**config.mk**
```make
export PLATFORM = sky130hd
export DESIGN_NAME = page_guard
export DESIGN_NICKNAME = d
export VERILOG_FILES = /design/src/rtl/pg_pkg.sv /design/src/rtl/pg_addr_norm.sv /design/src/rtl/pg_attr_table.sv /design/src/rtl/pg_err_fsm.sv /design/src/rtl/page_guard.sv
export SDC_FILE = /design/constraint.sdc
export NUM_CORES = 1
export LEC_CHECK = 0
export BUFFER_PORTS_ARGS = -buffer_cell sky130_fd_sc_hd__buf_2
export CAP_MARGIN = 20
export CORE_ASPECT_RATIO = 0.8
export CORE_MARGIN = 3
export CORE_UTILIZATION = 40
export CTS_BUF_LIST = sky130_fd_sc_hd__clkbuf_2 sky130_fd_sc_hd__clkbuf_4 sky130_fd_sc_hd__clkbuf_8
export DETAILED_ROUTE_END_ITERATION = 8
export MAX_ROUTING_LAYER = met4
export SETUP_SLACK_MARGIN = 0.2
export SLEW_MARGIN = 20
export SYNTH_ARGS = -nofsm -noshare
export SYNTH_HDL_FRONTEND = slang
export SYNTH_SLANG_ARGS = --single-unit
```
**constraint.sdc**
```tcl
create_clock -name clk -period 3.15 [get_ports clk]
set_input_delay 0.4725 -clock clk [delete_from_list [all_inputs] [get_ports clk]]
set_output_delay 0.4725 -clock clk [all_outputs]
set_load 0.005 [all_outputs]
```
**src/rtl/pg_pkg.sv**
```systemverilog
package pg_pkg;

    localparam int ATTR_W = 8;

    typedef enum logic [1:0] {
        ACC_READ  = 2'd0,
        ACC_WRITE = 2'd1,
        ACC_EXEC  = 2'd2,
        ACC_RSVD  = 2'd3
    } acc_e;

    // Page attribute entry; bit positions are visible at the config port.
    typedef struct packed {
        logic orig_glb;   // bit7: global origin gate
        logic orig_loc;   // bit6: direct core origin gate
        logic s_x;        // bit5
        logic s_w;        // bit4
        logic s_r;        // bit3
        logic u_x;        // bit2
        logic u_w;        // bit1
        logic u_r;        // bit0
    } attr_t;

    localparam attr_t ATTR_OPEN = attr_t'(8'hFF);

    typedef enum logic [1:0] {
        ST_CLEAR = 2'd0,
        ST_HELD  = 2'd1,
        ST_OVER  = 2'd2
    } err_state_e;

endpackage

```
**src/rtl/pg_addr_norm.sv**
```systemverilog
module pg_addr_norm #(
    parameter int ADDR_W = 32,
    parameter int ALIAS_W = 8,
    parameter bit ALIAS_EN = 1'b1,
    parameter logic [ALIAS_W-1:0] CORE_PREFIX = 8'h10,
    parameter logic [ADDR_W-1:0] REGION_BASE = 32'h1080_0000,
    parameter int NUM_PAGES = 32,
    parameter int PAGE_LOG2 = 14,
    localparam int PAGE_W = $clog2(NUM_PAGES),
    localparam int RGN_LOG2 = PAGE_LOG2 + PAGE_W
) (
    input  logic [ADDR_W-1:0] req_addr,
    input  logic              req_local,
    output logic [ADDR_W-1:0] norm_addr,
    output logic              in_range,
    output logic [PAGE_W-1:0] page_idx
);

    generate
        if (ALIAS_EN) begin : g_alias
            logic short_form;
            assign short_form = req_local && (req_addr[ADDR_W-1 -: ALIAS_W] == '0);
            assign norm_addr  = short_form ? {CORE_PREFIX, req_addr[ADDR_W-ALIAS_W-1:0]}
                                           : req_addr;
        end else begin : g_no_alias
            logic unused_local;
            assign unused_local = req_local;
            assign norm_addr    = req_addr;
        end
    endgenerate

    assign in_range = (norm_addr[ADDR_W-1:RGN_LOG2] == REGION_BASE[ADDR_W-1:RGN_LOG2]);
    assign page_idx = norm_addr[RGN_LOG2-1:PAGE_LOG2];

endmodule

```
**src/rtl/pg_attr_table.sv**
```systemverilog
module pg_attr_table
    import pg_pkg::*;
#(
    parameter int NUM_PAGES = 32,
    localparam int PAGE_W = $clog2(NUM_PAGES)
) (
    input  logic              clk,
    input  logic              rst_n,
    input  logic              wr_en,
    input  logic [PAGE_W-1:0] wr_page,
    input  attr_t             wr_attr,
    input  logic [PAGE_W-1:0] rd_page,
    output attr_t             rd_attr
);

    attr_t entries [NUM_PAGES];

    generate
        for (genvar g = 0; g < NUM_PAGES; g++) begin : g_page
            attr_t entry_q;
            logic  hit;
            assign hit = wr_en && (wr_page == PAGE_W'(g));
            always_ff @(posedge clk or negedge rst_n) begin
                if (!rst_n) begin
                    entry_q <= ATTR_OPEN;
                end else if (hit) begin
                    entry_q <= wr_attr;
                end
            end
            assign entries[g] = entry_q;
        end
    endgenerate

    assign rd_attr = entries[rd_page];

endmodule

```
**src/rtl/pg_err_fsm.sv**
```systemverilog
module pg_err_fsm
    import pg_pkg::*;
#(
    parameter int ADDR_W = 32,
    parameter int ID_W = 4
) (
    input  logic              clk,
    input  logic              rst_n,
    input  logic              deny,
    input  logic              clr,
    input  logic [ADDR_W-1:0] cap_addr,
    input  logic [1:0]        cap_type,
    input  logic              cap_sup,
    input  logic [ID_W-1:0]   cap_id,
    output logic              fault,
    output logic              err_valid,
    output logic              err_ovf,
    output logic [ADDR_W-1:0] err_addr,
    output logic [1:0]        err_type,
    output logic              err_sup,
    output logic [ID_W-1:0]   err_id
);

    err_state_e state_q, state_d;
    logic       capture;
    logic       fault_q;

    // State register
    always_ff @(posedge clk or negedge rst_n) begin
        if (!rst_n) begin
            state_q <= ST_CLEAR;
        end else begin
            state_q <= state_d;
        end
    end

    // Transitions: capture, overrun, release, recapture
    always_comb begin
        state_d = state_q;
        unique case (state_q)
            ST_CLEAR: begin
                if (deny) state_d = ST_HELD;
            end
            ST_HELD: begin
                if (clr)       state_d = deny ? ST_HELD : ST_CLEAR;
                else if (deny) state_d = ST_OVER;
            end
            ST_OVER: begin
                if (clr) state_d = deny ? ST_HELD : ST_CLEAR;
            end
            default: state_d = ST_CLEAR;
        endcase
    end

    assign capture = deny && ((state_q == ST_CLEAR) || clr);

    always_ff @(posedge clk or negedge rst_n) begin
        if (!rst_n) begin
            fault_q  <= 1'b0;
            err_addr <= '0;
            err_type <= '0;
            err_sup  <= 1'b0;
            err_id   <= '0;
        end else begin
            fault_q <= deny;
            if (capture) begin
                err_addr <= cap_addr;
                err_type <= cap_type;
                err_sup  <= cap_sup;
                err_id   <= cap_id;
            end
        end
    end

    // Outputs
    always_comb begin
        fault     = fault_q;
        err_valid = (state_q != ST_CLEAR);
        err_ovf   = (state_q == ST_OVER);
    end

endmodule

```
**src/rtl/page_guard.sv**
```systemverilog
module page_guard
    import pg_pkg::*;
#(
    parameter int ADDR_W = 32,
    parameter int ID_W = 4,
    parameter int NUM_PAGES = 32,
    parameter int PAGE_LOG2 = 14,
    parameter int ALIAS_W = 8,
    parameter bit ALIAS_EN = 1'b1,
    parameter logic [ALIAS_W-1:0] CORE_PREFIX = 8'h10,
    parameter logic [ADDR_W-1:0] REGION_BASE = 32'h1080_0000,
    localparam int PAGE_W = $clog2(NUM_PAGES)
) (
    input  logic              clk,
    input  logic              rst_n,
    input  logic              req_valid,
    input  logic [ADDR_W-1:0] req_addr,
    input  logic [1:0]        req_type,
    input  logic              req_sup,
    input  logic              req_local,
    input  logic [ID_W-1:0]   req_id,
    input  logic              cfg_we,
    input  logic [PAGE_W-1:0] cfg_page,
    input  logic [7:0]        cfg_data,
    input  logic              err_clr,
    output logic              grant,
    output logic              fault,
    output logic              err_valid,
    output logic              err_ovf,
    output logic [ADDR_W-1:0] err_addr,
    output logic [1:0]        err_type,
    output logic              err_sup,
    output logic [ID_W-1:0]   err_id
);

    logic [ADDR_W-1:0] norm_addr;
    logic              in_range;
    logic [PAGE_W-1:0] page_idx;
    attr_t             cur_attr;
    logic              right_ok;
    logic              origin_ok;
    logic              deny;

    pg_addr_norm #(
        .ADDR_W     (ADDR_W),
        .ALIAS_W    (ALIAS_W),
        .ALIAS_EN   (ALIAS_EN),
        .CORE_PREFIX(CORE_PREFIX),
        .REGION_BASE(REGION_BASE),
        .NUM_PAGES  (NUM_PAGES),
        .PAGE_LOG2  (PAGE_LOG2)
    ) norm_i (
        .req_addr (req_addr),
        .req_local(req_local),
        .norm_addr(norm_addr),
        .in_range (in_range),
        .page_idx (page_idx)
    );

    pg_attr_table #(
        .NUM_PAGES(NUM_PAGES)
    ) table_i (
        .clk    (clk),
        .rst_n  (rst_n),
        .wr_en  (cfg_we),
        .wr_page(cfg_page),
        .wr_attr(attr_t'(cfg_data)),
        .rd_page(page_idx),
        .rd_attr(cur_attr)
    );

    // Right selection by mode and access type
    always_comb begin
        unique case (acc_e'(req_type))
            ACC_READ:  right_ok = req_sup ? cur_attr.s_r : cur_attr.u_r;
            ACC_WRITE: right_ok = req_sup ? cur_attr.s_w : cur_attr.u_w;
            ACC_EXEC:  right_ok = req_sup ? cur_attr.s_x : cur_attr.u_x;
            default:   right_ok = 1'b0;
        endcase
    end

    assign origin_ok = req_local ? cur_attr.orig_loc : cur_attr.orig_glb;
    assign grant     = !in_range || (right_ok && origin_ok);
    assign deny      = req_valid && !grant;

    pg_err_fsm #(
        .ADDR_W(ADDR_W),
        .ID_W  (ID_W)
    ) err_i (
        .clk      (clk),
        .rst_n    (rst_n),
        .deny     (deny),
        .clr      (err_clr),
        .cap_addr (norm_addr),
        .cap_type (req_type),
        .cap_sup  (req_sup),
        .cap_id   (req_id),
        .fault    (fault),
        .err_valid(err_valid),
        .err_ovf  (err_ovf),
        .err_addr (err_addr),
        .err_type (err_type),
        .err_sup  (err_sup),
        .err_id   (err_id)
    );

endmodule

```
# Word level (Yosys, flattened, before mapping)
# Cells that the tools add are included.
op_classes:
  n_lt_le_gt_ge: 1
  eq_ne: 39
  mux: 15
  n_bitwise: 1
  reduce_logical: 46
op_table:
  columns: ["operator", "count"]
  rows:
  - ["equality test 5 bit (second input constant)", 16]
  - ["binary-select mux 8 bit (select 5 bit)", 1]
  - ["equality test 5 x 4 -> 1 bit (second input constant)", 8]
  - ["logical AND 1 bit", 36]
  - ["two-way mux 32 bit", 1]
  - ["equality test 5 x 3 -> 1 bit (second input constant)", 4]
  - ["two-way mux 8 bit", 2]
  - ["equality test 13 x 10 -> 1 bit (second input constant)", 1]
  - ["equality test 5 x 2 -> 1 bit (second input constant)", 2]
  - ["zero test 8 bit", 1]
  - ["two-way mux 2 bit", 4]
  - [">= comparator 6 bit (second input constant)", 1]
  - ["inverter 5 -> 6 bit", 1]
  - ["case mux 2 bit (3 select lines)", 1]
  - ["equality test 5 x 1 -> 1 bit (second input constant)", 1]
  - ["zero test 5 bit", 1]
  - ["two-way mux 1 bit", 5]
  - ["equality test 2 x 1 -> 1 bit (second input constant)", 2]
  - ["equality test 2 bit (second input constant)", 2]
  - ["zero test 2 bit", 2]
  - ["!= test 3 x 2 -> 1 bit (second input constant)", 1]
  - ["case mux 1 bit (3 select lines)", 1]
  - ["AND reduction 3 bit", 1]
  - ["zero test 1 bit", 2]
  - ["4 further kinds", 5]
word_totals:
  register_bits: 298
  input_bits: 58
  out_inout_bits: 43
  word_cells: 364

# Longest topological paths before layout
# Gate-level depths: netlist of run 1.
logic_depth:
  depth_word: 16
  ltp_mapped: 13
  depth_no_buf: 7

# Cells and area by module
# Synthesis of run 1 repeated with hierarchy kept, for this count alone.
hier_totals:
  hier_cells: 848
  area_unflattened_um2: 14036.0
modules_own_cells:
  columns: ["mod", "n_inst", "cells_per_inst", "area_each_um2", "seq_area_each_um2"]
  rows:
  - ["pg_attr_table", 1, 699, 12014.0, 6726.5]
  - ["pg_err_fsm", 1, 97, 1644.1, 1051.0]
  - ["pg_addr_norm", 1, 42, 292.8, 0.0]
  - ["page_guard", 1, 10, 85.1, 0.0]

# Least setup slack after synthesis of run 1
# Ideal clock, no wire load.
synth_path:
  path_kind: "input-to-reg"
  from: "in req_addr[15]"
  to: "reg err_i.err_addr[18]"
  setup_time_ns: 0.128
  arrival_ns: 3.173
  t_required_ns: 3.022
  slack_ns: -0.150
  stages: 12
  path_cell_list: "buf_2 > buf_4 > buf_2 > buf_2 > mux4_2 > o221ai_1 > o31ai_1 > a22oi_1 > o2111ai_2 > a221oi_2 > buf_6 > mux2_1"
synth_via:
  elab_chain_cells: 12
synth_lines:
  columns: ["item", "line_no", "source"]
  rows:
  - ["start, declared", "page_guard.sv:17", "input logic [ADDR_W-1:0] req_addr,"]
  - ["two-way mux 32 bit *", "pg_addr_norm.sv:23", "assign norm_addr = short_form ? {CORE_PREFIX, req_addr[ADDR_W-ALIAS_W-1:0]}"]
  - ["inverter 5 -> 6 bit (implied by the code) *", "pg_attr_table.sv:34", "assign rd_attr = entries[rd_page];"]
  - ["binary-select mux 8 bit (select 5 bit) *", "pg_attr_table.sv:34", null]
  - ["two-way mux 8 bit (implied by the code) * (2 in a row)", "pg_attr_table.sv:34", null]
  - ["two-way mux 1 bit (on tied branches)", "page_guard.sv:77, page_guard.sv:75, page_guard.sv:76", null]
  - ["case mux 1 bit (3 select lines)", "page_guard.sv:74", "unique case (acc_e'(req_type))"]
  - ["logical AND 1 bit *", "page_guard.sv:83", "assign grant = !in_range || (right_ok && origin_ok);"]
  - ["logical OR 1 bit *", "page_guard.sv:83", null]
  - ["zero test 1 bit *", "page_guard.sv:84", "assign deny = req_valid && !grant;"]
  - ["logical AND 1 bit *", "page_guard.sv:84", null]
  - ["logical AND 1 bit *", "pg_err_fsm.sv:55", "assign capture = deny && ((state_q == ST_CLEAR) || clr);"]
  - ["end signal, assigned", "pg_err_fsm.sv:67", "err_addr <= cap_addr;"]
  - ["end, declared", "pg_err_fsm.sv:18", "output logic [ADDR_W-1:0] err_addr,"]
# Every way passes the cells marked *; elsewhere a longest branch is shown, timed or not. The select of a mux whose other input is x is not followed.
# A chain may end at the register's enable or synchronous reset.

# Worst setup path in the final report of run 1
layout_path:
  from: "in req_addr[14]"
  to: "out grant"
layout_via:
  elab_chain_cells: 9
layout_lines:
  columns: ["item", "line_no", "source"]
  rows:
  - ["two-way mux 32 bit *", "pg_addr_norm.sv:23", null]
  - ["inverter 5 -> 6 bit (implied by the code) *", "pg_attr_table.sv:34", null]
  - ["binary-select mux 8 bit (select 5 bit) *", "pg_attr_table.sv:34", null]
  - ["two-way mux 8 bit (implied by the code) * (2 in a row)", "pg_attr_table.sv:34", null]
  - ["two-way mux 1 bit (on tied branches)", "page_guard.sv:77, page_guard.sv:75, page_guard.sv:76", null]
  - ["case mux 1 bit (3 select lines)", "page_guard.sv:74", null]
  - ["logical AND 1 bit *", "page_guard.sv:83", null]
  - ["logical OR 1 bit *", "page_guard.sv:83", null]
  - ["end, declared", "page_guard.sv:26", "output logic grant,"]
# Marks and branches as above.

==> results.json, run 1 <==
{
  "place_hpwl_mm": 23.2,
  "grt_pass1_vias": 8758,
  "arrival_ps": 2900,
  "netlist_top_cells_count": "dfstp_2, mux2_2, mux4_2",
  "hold_ws_ps": 110,
  "max_freq_mhz": 297,
  "p_int_uw": 7810,
  "power_switching_uw": 2510,
  "cts_tree": "done",
  "failed_checks": "setup timing",
  "maxCapViolCount": 0,
  "drt-wirelength-per-cell_um": 22.1,
  "cts_made_buffers": 48,
  "drive_gt1_share_pct": 79.2,
  "via_per_inst": 5.32,
  "syn-cell-area_sq_mm": 0.0138,
  "synth.distinct_cells": 53,
  "drc": 0,
  "syn_avg_cell_area_sq_um": 15.4,
  "postRouteAntennaNets": 0,
  "seq_power_share_pct": 50.9,
  "power_frac_comb_pct": 15.2,
  "io_pins": 101,
  "globalRoute.totalOverflow": 0,
  "nets": 1147,
  "crit_path_end_kind": "output port",
  "yosysWarnings": 0,
  "sw_frac_of_total_pct": 24.3,
  "dieArea_sq_mm": 0.0369,
  "setup_ws_ps": -222,
  "cellPowerDensity_mw_per_mm2": 615,
  "start_util_pct": 40.9,
  "synthTopCellsByArea": "dfstp_2, mux2_2, mux4_2",
  "antennaDiodeCount": 0,
  "synth_edf_count": 0,
  "grt.total_usage_pct": 19.5,
  "htree_levels": 2,
  "clock_skew_ps": 27.4,
  "dp_slack_ps": -425,
  "clk_path_buf_depth": 3,
  "clkTransAtPathRegs_ps": 70,
  "cts-root-buf": "clkbuf_8",
  "cp.required_ps": 2680,
  "synthArstFlopShare_pct": 100,
  "cpPeakStageDelay_ps": 370,
  "use_met2_pct": 28.0,
  "rsz0062_at_grt": "true",
  "critical_path_class": "input port to output port",
  "cp.buffers_inverters": 5,
  "hold_viol": 0,
  "synth_fp_nets": 955,
  "gr-usage-met3_pct": 4.69,
  "synthFlopType": "dfstp_2",
  "grt_start_max_net_pins": 94,
  "hold_path.class": "input port to flop",
  "setup_violations": 37,
  "leakagePower_uw": 0.00713,
  "grt_pass1_wl_mm": 53.7,
  "slew_violations": 0,
  "synth.yosys.seq_area_share_pct": 56.2,
  "drtIter0Drc": 620,
  "worstMarginPinSlew_ps": 823,
  "clkLatencyLatePin_ps": 590,
  "layout_min_cycle_time_ps": 3370,
  "vias": 8469,
  "place.gp.congestion": 0.851,
  "p_total_uw": 10300,
  "ys_seq_elements": 298,
  "vdd_drop_max_uv": 322,
  "top_usage_layer": "met1",
  "clock_power_share_pct": 33.8,
  "fp-row-count": 60,
  "crit_top_cell": "buf_4",
  "cts_sinks": 298,
  "core_area_sq_mm": 0.0339,
  "slowest_stage": "o41ai_2",
  "die_h_um": 172,
  "cp_max_fo": 9,
  "antenna_found_initial": 0,
  "critPathTopFamily": "buffers and inverters",
  "syn2layout_area_growth_pct": 21.4,
  "crit_chain": "buf_4, buf_4, buf_12, and2_1, a22oi_1, and3_1, o41ai_2, o2111ai_2, buf_4, and2_1, buf_2",
  "cp-start-kind": "input port",
  "synth_area_leader_cell": "dfstp_2",
  "status": "finished, violations left",
  "routed_wl_mm": 35.2,
  "relSlewSlack_pct": 44.9,
  "fin_crit_sh_pct": 107,
  "dr.pass1.iters": 5,
  "port-buffer-count": 100,
  "die_width_um": 214,
  "met1_usage_pct": 28.3,
  "yosysTopAreaCellShare_pct": 48.6,
  "syn_inst": 897
}
-- layout by cell type (no fill, tap or decap), types with 3 or more instances in the layout --
master / synthesis / layout
nor4_1: 6 / 4
buf_12: 0 / 13
dfrtp_1: 42 / 42
mux4_2: 53 / 53
mux2_2: 256 / 256
inv_1: 8 / 8
clkinv_2: 0 / 3
and2_1: 3 / 3
and3_1: 4 / 4
nor3b_1: 3 / 3
a31oi_1: 3 / 3
a22oi_1: 15 / 15
nor2_1: 21 / 21
nand4b_1: 3 / 3
clkbuf_4: 0 / 25
mux2i_1: 38 / 38
a21oi_1: 4 / 4
nand3_1: 5 / 5
mux2_4: 0 / 26
dfstp_2: 256 / 256
buf_6: 6 / 3
nor3_1: 11 / 11
nand2b_1: 6 / 6
nand2_1: 20 / 20
clkbuf_8: 0 / 58
buf_4: 4 / 85
nor2b_1: 21 / 21
buf_2: 9 / 97
-- per-stage QoR --
stage | TNS [ps] | util [%] | instances | instance area [sq um]
after global routing | -5880 | 49.6 | 1592 | 16800
after detailed placement | -14100 | 45.8 | 1489 | 15500
after floorplan | -1420 | - | 897 | 14000
final | -3380 | 49.6 | 1592 | 16800
after global placement | -11890 | 45.8 | 1489 | 15500
after CTS | -270 | 49.3 | 1587 | 16700
-- kinds of logic after synthesis --
kind of cell             share of synthesized area, %
multiplexers                                     34.3
AO/OA/AOI/OAI                                    2.51
adder cells (fa/ha/maj)                        0.0723
flip-flops                                       56.2
buffers and inverters                            2.50
AND/OR/NAND/NOR                                  4.38
-- power by group through the flow --
stage	clock network, uW	registers, uW	logic (uW)
after floorplan	0	5180	1120
after global placement	0	5300	1540
after detailed placement	0	5310	1580
after CTS	3600	5250	1590
after global routing	3780	5340	1700
final	3490	5260	1570
-- per-layer routing --
layer  routed length, um  up-vias
met2               15000      227
met5                   0        -
li1                    -     3720
met1               17400     4475
met3                2240       47
met4                 508        0
-- cell type report --
type	count	area [sq um]
Fill cell	2953	17100
Sequential cell	298	7780
Multi-Input combinational cell	529	5850
Timing Repair Buffer	204	1540
Clock buffer	83	986
Tap cell	465	582
Clock inverter	5	30.0
Inverter	8	30.0
-- sequential cells by signal, indices dropped and copies added (netlist names) --
name,cells
err_i.err_id,4
err_i.err_type,2
err_i.err_sup,1
err_i.fault,1
table_i.entries,256
err_i.state_q,2
err_i.err_addr,32
-- path summary, 6_finish.rpt --
kind / start / slack (ps) / to / cells past startpoint
min in group asynchronous: rst_n / 550 / err_i.err_addr[17]$_DFFE_PN0P_ / 2
max in group asynchronous: rst_n / 1700 / err_i.err_addr[13]$_DFFE_PN0P_ / 3
max: req_addr[14] / -220 / grant / 11
min: req_addr[12] / 110 / err_i.err_addr[12]$_DFFE_PN0P_ / 2
max reg2reg: table_i.entries[135]$_DFFE_PN1P_ / -140 / err_i.err_addr[11]$_DFFE_PN0P_ / 12
min reg2reg: err_i.err_addr[28]$_DFFE_PN0P_ / 470 / err_i.err_addr[28]$_DFFE_PN0P_ / 1
-- what timing repair did --
item | in CTS | in global routing
setup endpoints to repair | 27 | 40
gates cloned | 1 | 2
hold endpoints to repair | 7 | 0
buffers inserted | 8 | 3
resized for setup | 15 | 4
pin swaps | 0 | 1
hold buffers | 1 | 0
-- worst register-to-register path, delay by kind of cell (launching register included) --
family,cells,cell delay (ps)
multiplexers,3,1250
buffers and inverters,5,690
flip-flops,1,370
AND/OR/NAND/NOR,1,430
AO/OA/AOI/OAI,3,460
No activity file was read; power rests on OpenSTA's default activity.
==> run 2: changes to the inputs <==
clock period = 3.2 ns   (was 3.15 ns; I/O delays follow)
==> run 2 against run 1 <==
Compared with the run above: the run still ends with setup timing left; cell area is 0.75% higher; sequential cell count unchanged; sequential share of layout area shrank 0.35 points; die area stayed put; non-clock buffer count is 11 lower; critical path type is now flop to output port; largest cell class unchanged.
==> results.json, run 2 (synthesis results as in run 1) <==
{
  "dieArea_sq_mm": 0.0369,
  "drt-wirelength-per-cell_um": 22.0,
  "antenna_found_initial": 0,
  "io_pins": 101,
  "die_h_um": 172,
  "arrival_ps": 2970,
  "r2r-end": "err_i.err_addr[4]$_DFFE_PN0P_",
  "critical_path_class": "flop to output port",
  "antennaDiodeCount": 0,
  "routed_wl_mm": 34.8,
  "hold_viol": 0,
  "postRouteAntennaNets": 0,
  "dr.pass1.iters": 4,
  "syn2layout_area_growth_pct": 22.3,
  "fin_crit_sh_pct": 108,
  "clock_skew_ps": 20.3,
  "failed_checks": "setup timing",
  "holdPathStages": 2,
  "place_hpwl_mm": 22.9,
  "grt_start_max_net_pins": 83,
  "cp.required_ps": 2720,
  "worstMarginPinSlew_ps": 872,
  "hp-start": "req_addr[3]",
  "rrSetupSlack_ps": -180,
  "leakagePower_uw": 0.00715,
  "cp-startpoint": "table_i.entries[231]$_DFFE_PN1P_",
  "hold_path.class": "input port to flop",
  "maxCapViolCount": 0,
  "fp-row-count": 60,
  "layout_min_cycle_time_ps": 3450,
  "hold_ws_ps": 128,
  "nets": 1137,
  "setup_violations": 39,
  "setup_ws_ps": -254,
  "grt_pass1_wl_mm": 54.2,
  "cts-root-buf": "clkbuf_8",
  "clkTransAtPathRegs_ps": 70,
  "cellPowerDensity_mw_per_mm2": 613,
  "cts_made_buffers": 49,
  "fin_util_pct": 50.0,
  "htree_levels": 2,
  "final_cell_mix": "mux2_2, dfstp_2, buf_2",
  "worstHoldEndpoint": "err_i.err_addr[3]$_DFFE_PN0P_",
  "vias": 8457,
  "grt_pass1_vias": 8838,
  "clk_path_buf_depth": 3,
  "status": "finished, violations left",
  "rsz0062_at_grt": "true",
  "vdd_drop_max_uv": 436,
  "port-buffer-count": 100,
  "cts_tree": "done",
  "cp-start-kind": "flop",
  "drc": 0,
  "cp_max_fo": 2,
  "drtIter0Drc": 431,
  "cts_sinks": 298,
  "drive_gt1_share_pct": 79.8,
  "largest_reg_flops": 256,
  "rr_startpoint": "table_i.entries[231]$_DFFE_PN1P_",
  "slew_violations": 0,
  "die_width_um": 214,
  "crit_path_end_kind": "output port",
  "relSlewSlack_pct": 41.7,
  "clkLatencyLatePin_ps": 590,
  "via_per_inst": 5.34,
  "core_area_sq_mm": 0.0339,
  "grt.total_usage_pct": 19.7,
  "globalRoute.totalOverflow": 0,
  "place.gp.congestion": 0.832,
  "r2r_cells": 13,
  "start_util_pct": 40.9,
  "max_freq_mhz": 289
}
run 2: how the worst max path moves through the flow:
stage                                     endpoint  cells after the start
finish                                       grant                      9
floorplan            err_i.err_addr[0]$_DFFE_PN0P_                     11
global route                                 grant                      9
detailed placement   err_i.err_addr[4]$_DFFE_PN0P_                     10
CTS                                          grant                      9
global placement    err_i.err_addr[17]$_DFFE_PN0P_                     10
run 2: routing by layer:
layer | vias up | GRT usage [%] | share of wire [%]
met5 | - | - | 0
met4 | 0 | 4.31 | 1.5
met3 | 46 | 3.64 | 5.2
met2 | 214 | 28.6 | 44
met1 | 4487 | 28.8 | 50
li1 | 3710 | - | -
run 2: stage by stage:
stage / setup WS, ps / cell area (sq um) / TNS (ps) / instances / power [uW]
floorplan: -21.7 / 14000 / -323 / 897 / 6190
global placement: -285 / 15400 / -9270 / 1477 / 6710
detailed placement: -388 / 15400 / -12410 / 1477 / 6770
CTS: -340 / 16800 / -2070 / 1581 / 10500
global route: -353 / 16900 / -9460 / 1584 / 10900
finish: -254 / 16900 / -5720 / 1584 / 10400
run 2: area by class of cell:
cell class                      count  area (sq um)
Fill cell                        2879         16900
Multi-Input combinational cell    529          5910
Timing Repair Buffer              193          1510
Clock buffer                       78           986
Clock inverter                     13           118
Tap cell                          465           582
Sequential cell                   298          7780
Inverter                            8          30.0
run 2: power by group:
| part | total (uW) | switching, uW | internal (uW) | leakage [uW] |
|---|---|---|---|---|
| Sequential | 5180 | 321 | 4860 | 0.00326 |
| Combinational | 1530 | 636 | 898 | 0.00330 |
| Clock | 3660 | 1540 | 2120 | 0.000592 |
run 2: timing repair:
action,CTS,global route
gates resized for setup,22,15
hold buffers,1,0
setup endpoints to repair,31,40
hold endpoints to repair,4,0
pin swaps,2,3
cloned,4,0
buffers inserted,8,3
run 2: critical path: stages (launching register included):
cell and delay, ps:
dfstp_2 370, mux4_2 450, mux4_2 470, or4_4 420
o41ai_2 60, buf_4 170, a221oi_4 40, buf_6 160
and2_4 140, buf_6 100
